==> config.mk <==
export PLATFORM = sky130hd
export DESIGN_NAME = rxbuf_credit_tracker
export DESIGN_NICKNAME = d
export VERILOG_FILES = /design/src/rtl/rxbuf_credit_tracker.sv
export SDC_FILE = /design/constraint.sdc
export NUM_CORES = 1
export LEC_CHECK = 0
export BUFFER_PORTS_ARGS = -buffer_cell sky130_fd_sc_hd__buf_2
export CORE_AREA = 2 2 85 87
export CTS_CLUSTER_DIAMETER = 100
export DETAILED_ROUTE_END_ITERATION = 12
export DIE_AREA = 0 0 87 89
export PLACE_DENSITY = 0.85
export SYNTH_ARGS = -nofsm -noshare
export SYNTH_HDL_FRONTEND = slang
export SYNTH_SLANG_ARGS = --single-unit
==> constraint.sdc <==
create_clock -name clk -period 7.5 [get_ports clk]
set_input_delay 0.375 -clock clk [delete_from_list [all_inputs] [get_ports clk]]
set_output_delay 0.375 -clock clk [all_outputs]
set_load 0.01 [all_outputs]
==> src/rtl/rxbuf_credit_tracker.sv <==
module rxbuf_credit_tracker #(
  parameter int DW = 32,
  parameter int CW = 16
) (
  input  logic          clk,
  input  logic          rst_n,
  input  logic          reg_wr,
  input  logic [1:0]    reg_sel,
  input  logic [DW-1:0] reg_wdata,
  input  logic          consume,
  input  logic          fc_enable,
  output logic [CW-1:0] credit,
  output logic          pause
);
  localparam logic [1:0]    SEL_ALLOC = 2'd0;
  localparam logic [1:0]    SEL_LO    = 2'd1;
  localparam logic [1:0]    SEL_HI    = 2'd2;
  localparam logic [CW+1:0] CMAX      = {2'b00, {CW{1'b1}}};
  localparam logic [CW+1:0] ONE       = {{(CW+1){1'b0}}, 1'b1};

  logic [CW-1:0] cr_q, lo_q, hi_q, cr_nxt, field;
  logic          hold_q, hold_nxt;
  logic          wr_force, wr_add;
  logic [CW+1:0] sum, sum_dec;
  logic          unused_hi;

  assign field     = reg_wdata[CW-1:0];
  assign unused_hi = ^reg_wdata[DW-2:CW];
  assign wr_force  = reg_wr && reg_sel == SEL_ALLOC &&  reg_wdata[DW-1];
  assign wr_add    = reg_wr && reg_sel == SEL_ALLOC && !reg_wdata[DW-1];

  assign sum     = {2'b00, cr_q} + (wr_add ? {2'b00, field} : '0);
  assign sum_dec = (consume && sum != '0) ? sum - ONE : sum;

  always_comb begin
    if (wr_force)          cr_nxt = field;
    else if (sum_dec > CMAX) cr_nxt = {CW{1'b1}};
    else                   cr_nxt = sum_dec[CW-1:0];
  end

  always_comb begin
    if (cr_nxt <= lo_q)      hold_nxt = 1'b1;
    else if (cr_nxt >= hi_q) hold_nxt = 1'b0;
    else                     hold_nxt = hold_q;
  end

  always_ff @(posedge clk) begin
    if (!rst_n) begin
      cr_q   <= '0;
      lo_q   <= '0;
      hi_q   <= '0;
      hold_q <= 1'b1;
    end else begin
      cr_q   <= cr_nxt;
      hold_q <= hold_nxt;
      if (reg_wr && reg_sel == SEL_LO) lo_q <= field;
      if (reg_wr && reg_sel == SEL_HI) hi_q <= field;
    end
  end

  assign credit = cr_q;
  assign pause  = fc_enable & hold_q;

  p_add_r1: assert property (@(posedge clk) disable iff (!rst_n)
    (wr_add && !consume && ({1'b0, credit} + {1'b0, field}) <= {1'b0, {CW{1'b1}}})
    |=> credit == $past(credit) + $past(field));

  p_force_load_r2: assert property (@(posedge clk) disable iff (!rst_n)
    wr_force |=> credit == $past(field));

  p_step_down_r3: assert property (@(posedge clk) disable iff (!rst_n)
    (consume && !reg_wr && credit != '0) |=> credit == $past(credit) - 1'b1);

  p_floor_r3: assert property (@(posedge clk) disable iff (!rst_n)
    (consume && !reg_wr && credit == '0) |=> credit == '0);

  p_low_pause_r7: assert property (@(posedge clk) disable iff (!rst_n)
    (fc_enable && credit <= lo_q && $stable(lo_q)) |-> pause);

  p_stay_paused_r7: assert property (@(posedge clk) disable iff (!rst_n)
    (fc_enable && $past(pause) && credit < hi_q && $stable(hi_q)) |-> pause);

  p_release_r7: assert property (@(posedge clk) disable iff (!rst_n)
    (credit >= hi_q && credit > lo_q && $stable(hi_q) && $stable(lo_q)) |-> !pause);

  p_idle_sel_r10: assert property (@(posedge clk) disable iff (!rst_n)
    (reg_wr && reg_sel == 2'd3 && !consume) |=> $stable(credit));
endmodule

# Word level (Yosys, flattened, before mapping)
# Cells that the tools add are included.
totals:
  reg_bits: 49
  in_bits: 39
  out_inout_bits: 17
  word_cells: 27
classes:
  addsub: 2
  n_lt_le_gt_ge: 3
  n_eq_ne: 2
  muxes: 4
  n_bitwise: 2
  n_reduce_logical: 10
op_table:
  columns: ["cell", "n"]
  rows:
  - ["two-way mux 16 bit", 3]
  - ["greater-than comparator 18 x 16 -> 1 bit, second input constant", 1]
  - ["two-way mux 18 bit", 1]
  - ["nonzero test 18 bit", 1]
  - ["subtractor 17 x 1 -> 18 bit, second input constant", 1]
  - ["adder 16 x 16 -> 17 bit", 1]
  - [">= comparator 16 bit", 1]
  - ["<= comparator 16 bit", 1]
  - ["logical AND 1 bit", 6]
  - ["equality test 2 x 1 -> 1 bit, second input constant", 1]
  - ["equality test 2 bit, second input constant", 1]
  - ["logical NOT 2 bit", 1]
  - ["OR reduction 2 bit", 1]
  - ["bitwise AND 1 bit", 1]
  - ["logical NOT 1 bit", 1]
  - ["NOT 1 bit", 1]

# Longest topological paths before layout
logic_depth:
  depth_word: 13
  depth_mapped: 24

# Worst setup path before layout
# Ideal clock, no wire load.
synth_path:
  path_type: "input-to-reg"
  from: "input port reg_sel[1]"
  to: "register hold_q"
  arrival_time_ps: 5174
  required_ps: 7440
  slack_ps: 2266
  stages: 23
  path_buffers: 1
  path_cell_list: "nor4b_1 > clkbuf_1 > nand2_1 > fa_1 > nand2b_1 > a21oi_1 > a2bb2oi_1 > xnor2_1 > o211ai_1 > or3_4 > o21ai_1 > a21boi_2 > a31o_2 > ha_1 > nand2b_1 > a21o_1 > a21o_1 > a21o_1 > a21o_1 > a21o_1 > a21oi_1 > o311ai_0 > nand2_1"
synth_between:
  elab_chain_cells: 13
  elab_cells_between_ends: 16
synth_lines:
  columns: ["item", "line", "source"]
  rows:
  - ["start: declaration", "8", "input logic [1:0] reg_sel,"]
  - ["logical NOT 2 bit (*)", "29, 30", null]
  - ["logical AND 1 bit (*)", "29, 30", null]
  - ["branches (longest 8 deep; another with subtractor 17 x 1 -> 18 bit)", null, null]
  - ["two-way mux 16 bit (*)", "36", "if (wr_force) cr_nxt = field;"]
  - ["<= comparator 16 bit", "42", "if (cr_nxt <= lo_q) hold_nxt = 1'b1;"]
  - ["OR reduction 2 bit (no line)", null, null]
  - ["end signal: assignment", "55", "hold_q <= hold_nxt;"]
  - ["end: declaration", "22", "logic hold_q, hold_nxt;"]
# Mark *: on every way between the ends.
# A chain may end at the register's enable or synchronous reset.

# Final worst setup path
# Ends and elaborated chain as after synthesis.

==> reports/metrics.csv <==
stage;metric;value;unit
status;status;finished, final reports clean;
synthesis;synthesized instance count;560;
grt;global route overflow;0;
setup_path;Buf/Inv on CP;3;
synthesis;Syn Nets;649;
synthesis;synth cell count leaders;nand2_1, a21oi_1, dfxtp_1, ha_1, inv_1;
min_path;Hold Crit Depth;3;
floorplan;core area;0.00672;sq mm
sta;FMAX;177;MHz
place;gp weighted congestion;0.910;
cts;TritonCTS Buffers;5;
sta;Layout Skew;0.00774;ns
grt;first-pass GRT wire length;17.3;mm
place;Port Buffers;40;
floorplan;Ports;56;
setup_path;CP Data Arrival Time;5.89;ns
synthesis;synth top area cells;dfxtp_1, ha_1, nand2_1, a21boi_0, a21oi_1;
sta;Tcrit/Tclk final;75.2;%
grt;all-layer global routing usage;27.7;%
sta;Sum Neg Setup Slack;0;ns
synthesis;mapped cell area;0.00425;sq mm
setup_path;Crit path top cell by count;a21o_1;
cts;TritonCTS clock tree;built;
cts;clk buf depth;2;
min_path;Hold WC Path Type;in2reg;
detailed_routing;Routed WL;10.6;mm
synthesis;count leader, synth;nand2_1;
setup_path;WP depth;26;
synthesis;Yosys warnings;0;
setup_path;worst r2r dst;hold_q;
run;max cap viols;0;
layout;area growth from synthesis to layout;7.95;%
floorplan;Die Ht;89;um
detailed_routing;Detail Route Antenna Nets;0;
floorplan;row cnt;30;
sta;fin. max-slew vios;0;
synthesis;Cell variety after synth;62;
setup_path;Slowest-stage cell, CP;nor4_4;
place;Post-Place Cells;658;
synthesis;Async SR Flop Fraction;0;%
setup_path;crit path to;hold_q;
setup_path;Crit path max-delay family;compound AO/OA/AOI/OAI gates;
synthesis;Post-synth EDFFs;0;
synthesis;register area share after synthesis;23.1;%
setup_path;CP max FO;16;
synthesis;mean post-synth cell area;7.59;sq um
power;Tot Pwr;1.40;mW
setup_path;CP startpoint;reg_sel[1];
detailed_routing;DR vias/cell;6.17;
setup_path;worst r2r src;credit[0];
cts;clock transition at the registers of the reported paths;0.10;ns
cts;Setup Buffers After CTS;0;
cts;clk_lat worst skew;0.30;ns
sta;Slew HR;51.2;%
grt;vias in the first global route;3740;
grt;largest net degree at the start of global routing;50;
layout;diodes inserted;0;
sta;Least-Margin Pin Slew;0.730;ns
setup_path;CP required;7.75;ns
sta;Final Hold Vio Count;0;
setup_path;CP max stage delay;0.46;ns
floorplan;die area;0.00774;sq mm
cts;Root Driver;clkbuf_8;
sta;RSZ-0062 raised after global routing;false;
power;Max VDD drop;0.000156;V
min_path;hold path start;reg_wdata[0];
floorplan;Initial Utilization;63.2;%
cts;post_cts resized;0;
detailed_routing;drt pass-1 iters;5;
setup_path;crit path kind;in2reg;
setup_path;Worst R2R Path Depth;22;
power;leakage;1.89;nW
power;pwr/cell area;305;mW/mm^2
layout;Layout Cells excl Fill;666;
synthesis;area leader, netlist;dfxtp_1;
sta;Setup violations, final;0;
grt;initial antenna violation count;0;
synthesis;most used flip-flop cell after synthesis;dfxtp_1;
synthesis;Synth Register Bits;49;
sta;Tmin final;5.64;ns
cts;H-tree levels;2;
place;DPL Wire Length;8.06;mm
cts;hold-fix buffers at CTS;0;
setup_path;CP Launch Type;primary input;
synthesis;Yosys top cell area share;23.1;%
layout;share of layout cells above drive strength 1;11.6;%
floorplan;Die Wd;87;um
detailed_routing;DRC;0;
detailed_routing;DRT iter0 DRCs;275;
cts;clock sinks;49;
setup_path;Reg2Reg Setup Slack;2.35;ns
layout;fin nets;674;
setup_path;Crit. End Element;flip-flop;
detailed_routing;wire length per cell;15.9;um
detailed_routing;routed via count;4112;
metrics by stage:
stage                     hold WS, ns  utilization, %  area, sq um  setup slack, ns
after global placement          0.452            66.5         4470             1.73
after CTS                       0.360            68.2         4590             1.92
after detailed placement        0.458            66.5         4470             1.62
final                           0.363            68.2         4590             1.86
after global routing            0.366            68.2         4590             1.56
after floorplan                 0.443               -         4250             2.27
report_power, final:
| part | internal (mW) | switching (mW) | leakage [nW] |
|---|---|---|---|
| registers | 0.298 | 0.0244 | 0.400 |
| logic | 0.369 | 0.507 | 1.43 |
| clock network | 0.109 | 0.0889 | 0.0585 |
cells in the final DEF, fill, tap and decap left out, drive strengths merged, types with 3 or more instances in the layout:
| master | count |
|---|---|
| nand2 | 89 |
| a21oi | 54 |
| ha | 49 |
| dfxtp | 49 |
| buf | 43 |
| inv | 38 |
| a21boi | 37 |
| o21ai | 34 |
| nor2 | 31 |
| and2 | 19 |
| a21o | 18 |
| a31oi | 12 |
| xnor2 | 10 |
| nand4 | 9 |
| a211oi | 7 |
| nor3 | 7 |
| clkbuf | 7 |
| nor2b | 6 |
| nand2b | 5 |
| o211ai | 5 |
| o21a | 4 |
| nand3b | 4 |
| nor4 | 4 |
| a211o | 3 |
| xor2 | 3 |
final cells by class:
class                           count  area [sq um]
Clock buffer                        7          86.3
Sequential cell                    49           981
Inverter                           38           143
Tap cell                           80           100
Multi-Input combinational cell    448          3020
Clock inverter                      1          30.0
Timing Repair Buffer               43           223
Fill cell                         540          2130
cell families after synthesis:
group	count (synthesis)	synth area share (%)
adder cells (fa/ha/maj)	50	14.9
multiplexers	4	1.00
buffers and inverters	63	5.89
flip-flops	49	23.1
XOR/XNOR	13	2.68
AND/OR/NAND/NOR	189	22.3
AO/OA/AOI/OAI	192	30.2
sequential cells by signal (all words and copies together) (netlist names):
| signal | flops |
|---|---|
| lo_q | 16 |
| credit | 16 |
| hi_q | 16 |
| hold_q | 1 |
how the worst min path moves through the flow:
stage	to
2_1_floorplan	hi_q[10]
3_3_place_gp	hi_q[6]
3_5_place_dp	hi_q[7]
4_1_cts	hi_q[14]
5_1_grt	lo_q[13]
6_report	lo_q[0]
tightest hold or removal path: stages:
cell and delay [ns]:
buf_2 0.13, nand2_1 0.05, a21boi_0 0.07
routing by layer:
metal	global-route usage, %	up-vias	routed length (um)
li1	-	2035	-
met1	37.7	1896	4820
met2	47.4	161	5010
met3	2.31	20	566
met4	7.67	0	174
met5	0	-	0
Note: power is estimated with default switching activity, not from simulation.
